`src/rtl/ucoh_pkg.sv`:
```
package ucoh_pkg;
    typedef enum logic [1:0] {
        LS_EXCL  = 2'd0,
        LS_MOD   = 2'd1,
        LS_SHCLN = 2'd2,
        LS_SHMOD = 2'd3
    } line_st_e;

    typedef enum logic [1:0] {
        BC_NONE   = 2'd0,
        BC_READ   = 2'd1,
        BC_UPDATE = 2'd2,
        BC_FLUSH  = 2'd3
    } bus_cmd_e;

    typedef enum logic [1:0] {
        FS_IDLE,
        FS_WBACK,
        FS_FILL,
        FS_UPDATE
    } fsm_e;

    function automatic logic is_dirty(input line_st_e s);
        return (s == LS_MOD) || (s == LS_SHMOD);
    endfunction
endpackage

```
`src/rtl/ucoh_tag_store.sv`:
```
module ucoh_tag_store
    import ucoh_pkg::*;
#(
    parameter int LINES = 8,
    parameter int TAG_W = 3,
    localparam int IDX_W = $clog2(LINES)
) (
    input  logic             clk,
    input  logic             rst_n,
    input  logic [IDX_W-1:0] a_idx,
    input  logic [IDX_W-1:0] b_idx,
    input  logic             wr_en,
    input  logic [IDX_W-1:0] wr_idx,
    input  logic [TAG_W-1:0] wr_tag,
    input  line_st_e         wr_st,
    output logic             a_present,
    output logic [TAG_W-1:0] a_tag,
    output line_st_e         a_st,
    output logic             b_present,
    output logic [TAG_W-1:0] b_tag,
    output line_st_e         b_st
);
    logic [LINES-1:0] present_d, present_q;
    logic [TAG_W-1:0] tag_d [LINES];
    logic [TAG_W-1:0] tag_q [LINES];
    line_st_e         st_d  [LINES];
    line_st_e         st_q  [LINES];

    always_comb begin
        present_d = present_q;
        tag_d     = tag_q;
        st_d      = st_q;
        if (wr_en) begin
            present_d[wr_idx] = 1'b1;
            tag_d[wr_idx]     = wr_tag;
            st_d[wr_idx]      = wr_st;
        end
    end

    always_ff @(posedge clk or negedge rst_n) begin
        if (!rst_n) begin
            present_q <= '0;
            for (int i = 0; i < LINES; i++) begin
                tag_q[i] <= '0;
                st_q[i]  <= LS_EXCL;
            end
        end else begin
            present_q <= present_d;
            tag_q     <= tag_d;
            st_q      <= st_d;
        end
    end

    assign a_present = present_q[a_idx];
    assign a_tag     = tag_q[a_idx];
    assign a_st      = st_q[a_idx];
    assign b_present = present_q[b_idx];
    assign b_tag     = tag_q[b_idx];
    assign b_st      = st_q[b_idx];
endmodule

```
`src/rtl/ucoh_data_store.sv`:
```
module ucoh_data_store #(
    parameter int LINES  = 8,
    parameter int WORDS  = 4,
    parameter int DATA_W = 16,
    localparam int IDX_W  = $clog2(LINES),
    localparam int LINE_W = WORDS * DATA_W
) (
    input  logic              clk,
    input  logic              rst_n,
    input  logic [IDX_W-1:0]  a_idx,
    input  logic [IDX_W-1:0]  b_idx,
    input  logic [IDX_W-1:0]  wr_idx,
    input  logic [WORDS-1:0]  wr_mask,
    input  logic [LINE_W-1:0] wr_line,
    output logic [LINE_W-1:0] a_line,
    output logic [LINE_W-1:0] b_line
);
    logic [LINE_W-1:0] mem_d [LINES];
    logic [LINE_W-1:0] mem_q [LINES];

    always_comb begin
        mem_d = mem_q;
        for (int w = 0; w < WORDS; w++) begin
            if (wr_mask[w])
                mem_d[wr_idx][w*DATA_W +: DATA_W] = wr_line[w*DATA_W +: DATA_W];
        end
    end

    always_ff @(posedge clk or negedge rst_n) begin
        if (!rst_n) begin
            for (int i = 0; i < LINES; i++) mem_q[i] <= '0;
        end else begin
            mem_q <= mem_d;
        end
    end

    assign a_line = mem_q[a_idx];
    assign b_line = mem_q[b_idx];
endmodule

```
`src/rtl/upd_snoop_ctrl.sv`:
```
module upd_snoop_ctrl
    import ucoh_pkg::*;
#(
    parameter int ADDR_W = 8,
    parameter int LINES  = 8,
    parameter int WORDS  = 4,
    parameter int DATA_W = 16,
    localparam int IDX_W  = $clog2(LINES),
    localparam int OFF_W  = $clog2(WORDS),
    localparam int TAG_W  = ADDR_W - IDX_W - OFF_W,
    localparam int LINE_W = WORDS * DATA_W
) (
    input  logic              clk,
    input  logic              rst_n,
    input  logic              cpu_req,
    input  logic              cpu_we,
    input  logic [ADDR_W-1:0] cpu_addr,
    input  logic [DATA_W-1:0] cpu_wdata,
    output logic              cpu_done,
    output logic [DATA_W-1:0] cpu_rdata,
    output logic              bus_req,
    output logic [1:0]        bus_cmd,
    output logic [ADDR_W-1:0] bus_addr,
    output logic [DATA_W-1:0] bus_word,
    output logic [LINE_W-1:0] bus_line,
    input  logic              bus_gnt,
    input  logic              bus_shared_in,
    input  logic [LINE_W-1:0] bus_fill,
    input  logic              snp_valid,
    input  logic [1:0]        snp_cmd,
    input  logic [ADDR_W-1:0] snp_addr,
    input  logic [DATA_W-1:0] snp_word,
    output logic              snp_shared,
    output logic              snp_flush,
    output logic [LINE_W-1:0] snp_line
);
    typedef struct packed {
        fsm_e              fsm;
        logic              done;
        logic [DATA_W-1:0] rdata;
        logic [ADDR_W-1:0] addr;
        logic              we;
        logic [DATA_W-1:0] wdata;
    } ctl_t;

    ctl_t ctl_d, ctl_q;

    // field split of the word address: tag | index | word offset
    logic [ADDR_W-1:0] cur_addr;
    logic [IDX_W-1:0]  cur_idx, snp_idx;
    logic [TAG_W-1:0]  cur_tag, snp_tag;
    logic [OFF_W-1:0]  cur_off, snp_off;

    logic              a_present, b_present;
    logic [TAG_W-1:0]  a_tag, b_tag;
    line_st_e          a_st, b_st;
    logic [LINE_W-1:0] a_line, b_line;

    logic              tw_en;
    logic [IDX_W-1:0]  tw_idx;
    logic [TAG_W-1:0]  tw_tag;
    line_st_e          tw_st;
    logic [IDX_W-1:0]  dw_idx;
    logic [WORDS-1:0]  dw_mask;
    logic [LINE_W-1:0] dw_line;

    logic              cpu_hit, snp_hit;
    logic [LINE_W-1:0] merged_fill;

    assign cur_addr = (ctl_q.fsm == FS_IDLE) ? cpu_addr : ctl_q.addr;
    assign cur_off  = cur_addr[OFF_W-1:0];
    assign cur_idx  = cur_addr[OFF_W +: IDX_W];
    assign cur_tag  = cur_addr[ADDR_W-1 -: TAG_W];
    assign snp_off  = snp_addr[OFF_W-1:0];
    assign snp_idx  = snp_addr[OFF_W +: IDX_W];
    assign snp_tag  = snp_addr[ADDR_W-1 -: TAG_W];

    ucoh_tag_store #(.LINES(LINES), .TAG_W(TAG_W)) u_tags (
        .clk, .rst_n,
        .a_idx(cur_idx), .b_idx(snp_idx),
        .wr_en(tw_en), .wr_idx(tw_idx), .wr_tag(tw_tag), .wr_st(tw_st),
        .a_present, .a_tag, .a_st,
        .b_present, .b_tag, .b_st
    );

    ucoh_data_store #(.LINES(LINES), .WORDS(WORDS), .DATA_W(DATA_W)) u_data (
        .clk, .rst_n,
        .a_idx(cur_idx), .b_idx(snp_idx),
        .wr_idx(dw_idx), .wr_mask(dw_mask), .wr_line(dw_line),
        .a_line, .b_line
    );

    assign cpu_hit = a_present && (a_tag == cur_tag);
    assign snp_hit = snp_valid && b_present && (b_tag == snp_tag)
                     && (snp_cmd != BC_FLUSH) && (snp_cmd != BC_NONE);

    always_comb begin
        for (int w = 0; w < WORDS; w++) begin
            merged_fill[w*DATA_W +: DATA_W] = (OFF_W'(w) == cur_off) ?
                ctl_q.wdata : bus_fill[w*DATA_W +: DATA_W];
        end
    end

    always_comb begin
        ctl_d      = ctl_q;
        ctl_d.done = 1'b0;
        tw_en      = 1'b0;
        tw_idx     = cur_idx;
        tw_tag     = cur_tag;
        tw_st      = LS_EXCL;
        dw_idx     = cur_idx;
        dw_mask    = '0;
        dw_line    = '0;
        bus_req    = 1'b0;
        bus_cmd    = BC_NONE;
        bus_addr   = '0;
        bus_word   = '0;
        bus_line   = '0;
        snp_shared = 1'b0;
        snp_flush  = 1'b0;
        snp_line   = b_line;

        // local side
        unique case (ctl_q.fsm)
            FS_IDLE: begin
                if (cpu_req && !ctl_q.done && !snp_valid) begin
                    ctl_d.addr  = cpu_addr;
                    ctl_d.we    = cpu_we;
                    ctl_d.wdata = cpu_wdata;
                    if (cpu_hit) begin
                        if (!cpu_we) begin
                            ctl_d.done  = 1'b1;
                            ctl_d.rdata = a_line[cur_off*DATA_W +: DATA_W];
                        end else if (a_st == LS_EXCL || a_st == LS_MOD) begin
                            dw_mask          = '0;
                            dw_mask[cur_off] = 1'b1;
                            dw_line          = {WORDS{cpu_wdata}};
                            tw_en            = 1'b1;
                            tw_st            = LS_MOD;
                            ctl_d.done       = 1'b1;
                        end else begin
                            ctl_d.fsm = FS_UPDATE;
                        end
                    end else if (a_present && is_dirty(a_st)) begin
                        ctl_d.fsm = FS_WBACK;
                    end else begin
                        ctl_d.fsm = FS_FILL;
                    end
                end
            end
            FS_WBACK: begin
                bus_req  = 1'b1;
                bus_cmd  = BC_FLUSH;
                bus_addr = {a_tag, cur_idx, {OFF_W{1'b0}}};
                bus_line = a_line;
                if (bus_gnt) ctl_d.fsm = FS_FILL;
            end
            FS_FILL: begin
                bus_req  = 1'b1;
                bus_cmd  = BC_READ;
                bus_addr = {cur_tag, cur_idx, {OFF_W{1'b0}}};
                if (bus_gnt) begin
                    tw_en   = 1'b1;
                    dw_mask = '1;
                    if (!ctl_q.we) begin
                        dw_line     = bus_fill;
                        tw_st       = bus_shared_in ? LS_SHCLN : LS_EXCL;
                        ctl_d.rdata = bus_fill[cur_off*DATA_W +: DATA_W];
                        ctl_d.done  = 1'b1;
                        ctl_d.fsm   = FS_IDLE;
                    end else if (bus_shared_in) begin
                        dw_line   = bus_fill;
                        tw_st     = LS_SHCLN;
                        ctl_d.fsm = FS_UPDATE;
                    end else begin
                        dw_line    = merged_fill;
                        tw_st      = LS_MOD;
                        ctl_d.done = 1'b1;
                        ctl_d.fsm  = FS_IDLE;
                    end
                end
            end
            FS_UPDATE: begin
                bus_req  = 1'b1;
                bus_cmd  = BC_UPDATE;
                bus_addr = ctl_q.addr;
                bus_word = ctl_q.wdata;
                if (bus_gnt) begin
                    dw_mask          = '0;
                    dw_mask[cur_off] = 1'b1;
                    dw_line          = {WORDS{ctl_q.wdata}};
                    tw_en            = 1'b1;
                    tw_st            = bus_shared_in ? LS_SHMOD : LS_MOD;
                    ctl_d.done       = 1'b1;
                    ctl_d.fsm        = FS_IDLE;
                end
            end
            default: ctl_d.fsm = FS_IDLE;
        endcase

        // snoop side; the bus never grants this cache while another one is snooped
        if (snp_hit) begin
            snp_shared = 1'b1;
            tw_en      = 1'b1;
            tw_idx     = snp_idx;
            tw_tag     = b_tag;
            if (snp_cmd == BC_READ) begin
                if (is_dirty(b_st)) begin
                    snp_flush = 1'b1;
                    tw_st     = LS_SHMOD;
                end else begin
                    tw_st     = LS_SHCLN;
                end
            end else begin
                dw_idx           = snp_idx;
                dw_mask          = '0;
                dw_mask[snp_off] = 1'b1;
                dw_line          = {WORDS{snp_word}};
                tw_st            = LS_SHCLN;
            end
        end
    end

    always_ff @(posedge clk or negedge rst_n) begin
        if (!rst_n) begin
            ctl_q <= '{fsm: FS_IDLE, done: 1'b0, rdata: '0, addr: '0, we: 1'b0, wdata: '0};
        end else begin
            ctl_q <= ctl_d;
        end
    end

    assign cpu_done  = ctl_q.done;
    assign cpu_rdata = ctl_q.rdata;
endmodule

```
`config.mk`:
```
export PLATFORM = sky130hd
export DESIGN_NAME = upd_snoop_ctrl
export DESIGN_NICKNAME = d
export VERILOG_FILES = /design/src/rtl/ucoh_pkg.sv /design/src/rtl/ucoh_tag_store.sv /design/src/rtl/ucoh_data_store.sv /design/src/rtl/upd_snoop_ctrl.sv
export SDC_FILE = /design/constraint.sdc
export NUM_CORES = 2
export LEC_CHECK = 0
export BUFFER_PORTS_ARGS = -buffer_cell sky130_fd_sc_hd__clkbuf_2
export CORE_AREA = 2 2 273 275
export DETAILED_ROUTE_END_ITERATION = 8
export DIE_AREA = 0 0 275 277
export PLACE_DENSITY_LB_ADDON = 0.2
export SLEW_MARGIN = 20
export SYNTH_ARGS = -nofsm -noshare
export SYNTH_HDL_FRONTEND = slang
export SYNTH_SLANG_ARGS = --single-unit
```
`constraint.sdc`:
```
create_clock -name clk -period 5.8 [get_ports clk]
set_clock_uncertainty 0.1 [all_clocks]
set_input_delay 0.87 -clock clk [delete_from_list [all_inputs] [get_ports clk]]
set_output_delay 0.87 -clock clk [all_outputs]
set_load 0.02 [all_outputs]
```
==> flow_summary_export.csv <==
group,metric,value,unit
run_status,outcome,"completed",
grt,grt_max_degree,149,
drt,wl,133000,um
cts,h-tree-depth,3,
drt,via_per_inst,6.66,
floorplanning,die_area,76200,um2
setup_path,cp.required,4.83,ns
sta,worst_pin_slew,1.15,ns
cells_and_area,layout_common_cells,"dfrtp_1, mux2_2, nand2_1, clkbuf_2, mux4_2",
sta,setup_tns,0,ns
cells_and_area,area_delta_synth_final,13.6,%
cts,cts_hold_buf,0,
power_and_ir_drop,p_leak,0.0190,uW
cts,cts_resized,0,
drt,drc,0,
setup_path,r2r_slack,0.89,ns
drt,vias,29456,
yosys,synth_edf_count,0,
yosys,yosysUniqueCellTypes,59,
grt,grt_pass1_wl,195000,um
floorplanning,initial_core_util,0.493,
grt,met1_usage,0.461,
yosys,avgSynthCellArea,11.4,um2
floorplanning,die_y,277,um
place,dpl.cell_count,4290,
cts,cts_buffer_depth,3,
power_and_ir_drop,irDropWorstVdd,0.308,mV
power_and_ir_drop,seq_power_share,0.322,
setup_path,path_class,"flop to primary output",
cells_and_area,final_common_cell,"dfrtp_1",
grt,grt-ovfl-total,0,
cells_and_area,nets,3519,
floorplanning,core,73600,um2
cells_and_area,nFillCells,6203,
cts,clock_latency,0.63,ns
cts,cts.sinks,604,
power_and_ir_drop,power_frac_comb,0.466,
setup_path,cp-end-kind,"primary output",
cts,clk_pin_slew,0.06,ns
grt,grt_use_total,0.346,
yosys,syn_area,36300,um2
setup_path,max_stage_delay,0.93,ns
cts,cts_setup_buffers,0,
job,maxCapViolCount,0,
drt,antenna_left,0,
sta,report.final.slew_viol_count,0,
power_and_ir_drop,p_per_area,521,nW/um2
grt,grt-busiest-layer,"met2",
sta,fin_crit,5.63,ns
setup_path,rr_endpoint,"u_data.mem_q[248]",
yosys,synth_flop_cell,"dfrtp_1",
setup_path,ff2ff_path_depth,13,
floorplanning,boundaryPins,295,
power_and_ir_drop,intPower,12200,uW
grt,antenna_found_initial,8,
min_path,hold_path_class,"primary input to asynchronous set/reset pin",
setup_path,crit_chain,"inv_1, ha_2, buf_12, mux2i_4, buf_4, nor2b_1, a211oi_1, a311oi_1, a31oi_1, nor2_1, clkbuf_2",
grt,grt_pass1_vias,29329,
yosys,synthCells,3172,
grt,use_met3,0.0791,
drt,drt-initial-drc-count,3542,
place,dpl.hpwl,90800,um
yosys,yosysWarnings,0,
yosys,syn_nets,3298,
setup_path,cp-start-kind,"flop",
sta,period_share,0.970,
sta,setup_viol,0,
setup_path,path_max_fanout,20,
sta,hold_viol,0,
sta,max_freq,178,MHz
cts,numCtsBuffers,70,
drt,wire_per_inst,30.1,um
cells_and_area,fin_util,0.561,
place,numPortBuffers,294,
drt,first_pass_iters,9,
power_and_ir_drop,power_switching,9340,uW
cells_and_area,final_cells,4420,
sta,maxSlewHeadroom,0.236,
floorplanning,core.rowCount,100,
setup_path,r2r_start,"ctl_q[43]",
grt,met2_usage,0.519,
cells_and_area,drive_above_1_share,0.394,
power_and_ir_drop,clock_power_share,0.211,
floorplanning,die_w,275,um
place,place_congestion,0.951,
yosys,yosysSeqAreaShare,0.416,
cts,cts_tree,"yes",
cts,root_buffer,"clkbuf_16",
power_and_ir_drop,netSwitchingFraction,0.435,
setup_path,critPathSlowestCell,"mux2i_4",
sta,rsz0062_at_grt,"false",
power_and_ir_drop,power.total,21500,uW
yosys,async_reset_ff_frac,1.00,
setup_path,cp.arrival,4.66,ns
yosys,ys_ff_latch,604,
## cell type report
type | instances | area (um2) | share of cell area
antenna | 4 | 10.0 | 0.000243
sequential | 604 | 15100 | 0.366
tap | 969 | 1210 | 0.0294
clock buffer | 103 | 2030 | 0.0491
timing repair buffer | 408 | 2560 | 0.0620
inverter | 26 | 97.6 | 0.00237
multi-input combinational | 2283 | 20000 | 0.484
clock inverter | 23 | 277 | 0.00670
## worst max path at each step
| stage | startpoint | end | slack, ns | cells after the start |
|---|---|---|---|---|
| floorplan | snp_addr[4] | u_data.mem_q[10] | 1.53 | 12 |
| CTS | ctl_q[43] | bus_line[44] | 0.28 | 12 |
| global placement | snp_addr[4] | u_tags.st_q[10] | 0.78 | 11 |
| finish | ctl_q[43] | bus_line[9] | 0.17 | 11 |
| global route | ctl_q[43] | bus_line[44] | 0.1 | 12 |
| detailed placement | snp_addr[4] | u_data.mem_q[248] | 0.70 | 12 |
## registers in the layout (all words and copies together) (netlist names)
signal,count
u_data.mem_q,512
ctl_q,27
u_tags.tag_q,24
cpu_rdata,16
u_tags.st_q,16
u_tags.present_q,8
cpu_done,1
## power groups by stage
stage	clock network (uW)	logic (uW)	registers (uW)
finish	4540	10000	6930
global placement	0	9570	6780
global route	4770	10500	7080
floorplan	0	6420	6460
detailed placement	0	9770	6920
CTS	4580	9810	6860
## per-stage QoR
stage | area [um2] | hold slack, ns | setup WS, ns
final | 41300 | 0.161 | 0.175
after global routing | 41200 | 0.254 | 0.0994
after CTS | 41200 | 0.223 | 0.280
after detailed placement | 38900 | 0.383 | 0.702
after global placement | 38900 | 0.381 | 0.781
after floorplan | 36300 | 0.352 | 1.53
## routing by layer
layer / vias to the layer above / wire (um)
met2: 1862 / 58900
li1: 12198 / -
met3: 385 / 13600
met1: 14999 / 51900
met4: 12 / 8390
met5: - / 79
## cells in the mapped netlist, drive strengths merged, types with 4 or more instances
cell / number / area share
a211oi: 66 / 0.014
a21oi: 23 / 0.0042
a22oi: 47 / 0.010
a311oi: 65 / 0.016
a31o: 9 / 0.0022
a31oi: 65 / 0.011
and2: 31 / 0.0054
and3: 4 / 0.00069
buf: 119 / 0.019
clkbuf: 140 / 0.014
dfrtp: 604 / 0.42
ha: 5 / 0.0017
inv: 26 / 0.0027
mux2: 644 / 0.20
mux2i: 133 / 0.037
mux4: 149 / 0.092
nand2: 485 / 0.050
nand2b: 51 / 0.0088
nand3: 141 / 0.019
nor2: 110 / 0.014
nor2b: 79 / 0.014
nor3: 18 / 0.0025
o21ai: 47 / 0.0065
o221ai: 64 / 0.026
o22ai: 13 / 0.0022
or3: 5 / 0.00086
## kinds of logic after synthesis
group,count (synthesis),synth area share
AO/OA/AOI/OAI,421,0.0980
flip-flops,604,0.416
buffers and inverters,285,0.0366
adder cells (fa/ha/maj),5,0.00172
AND/OR/NAND/NOR,931,0.117
multiplexers,926,0.330
## critical path: cells and delay by family, from the launching register on
| family | cells | cell delay, ns |
|---|---|---|
| simple gates | 2 | 0.15 |
| flops | 1 | 0.41 |
| compound gates | 3 | 1.17 |
| mux | 1 | 0.93 |
| fa+ha+maj | 1 | 0.37 |
| buf+inv | 4 | 0.95 |
Power figures use the tool's default switching activity.
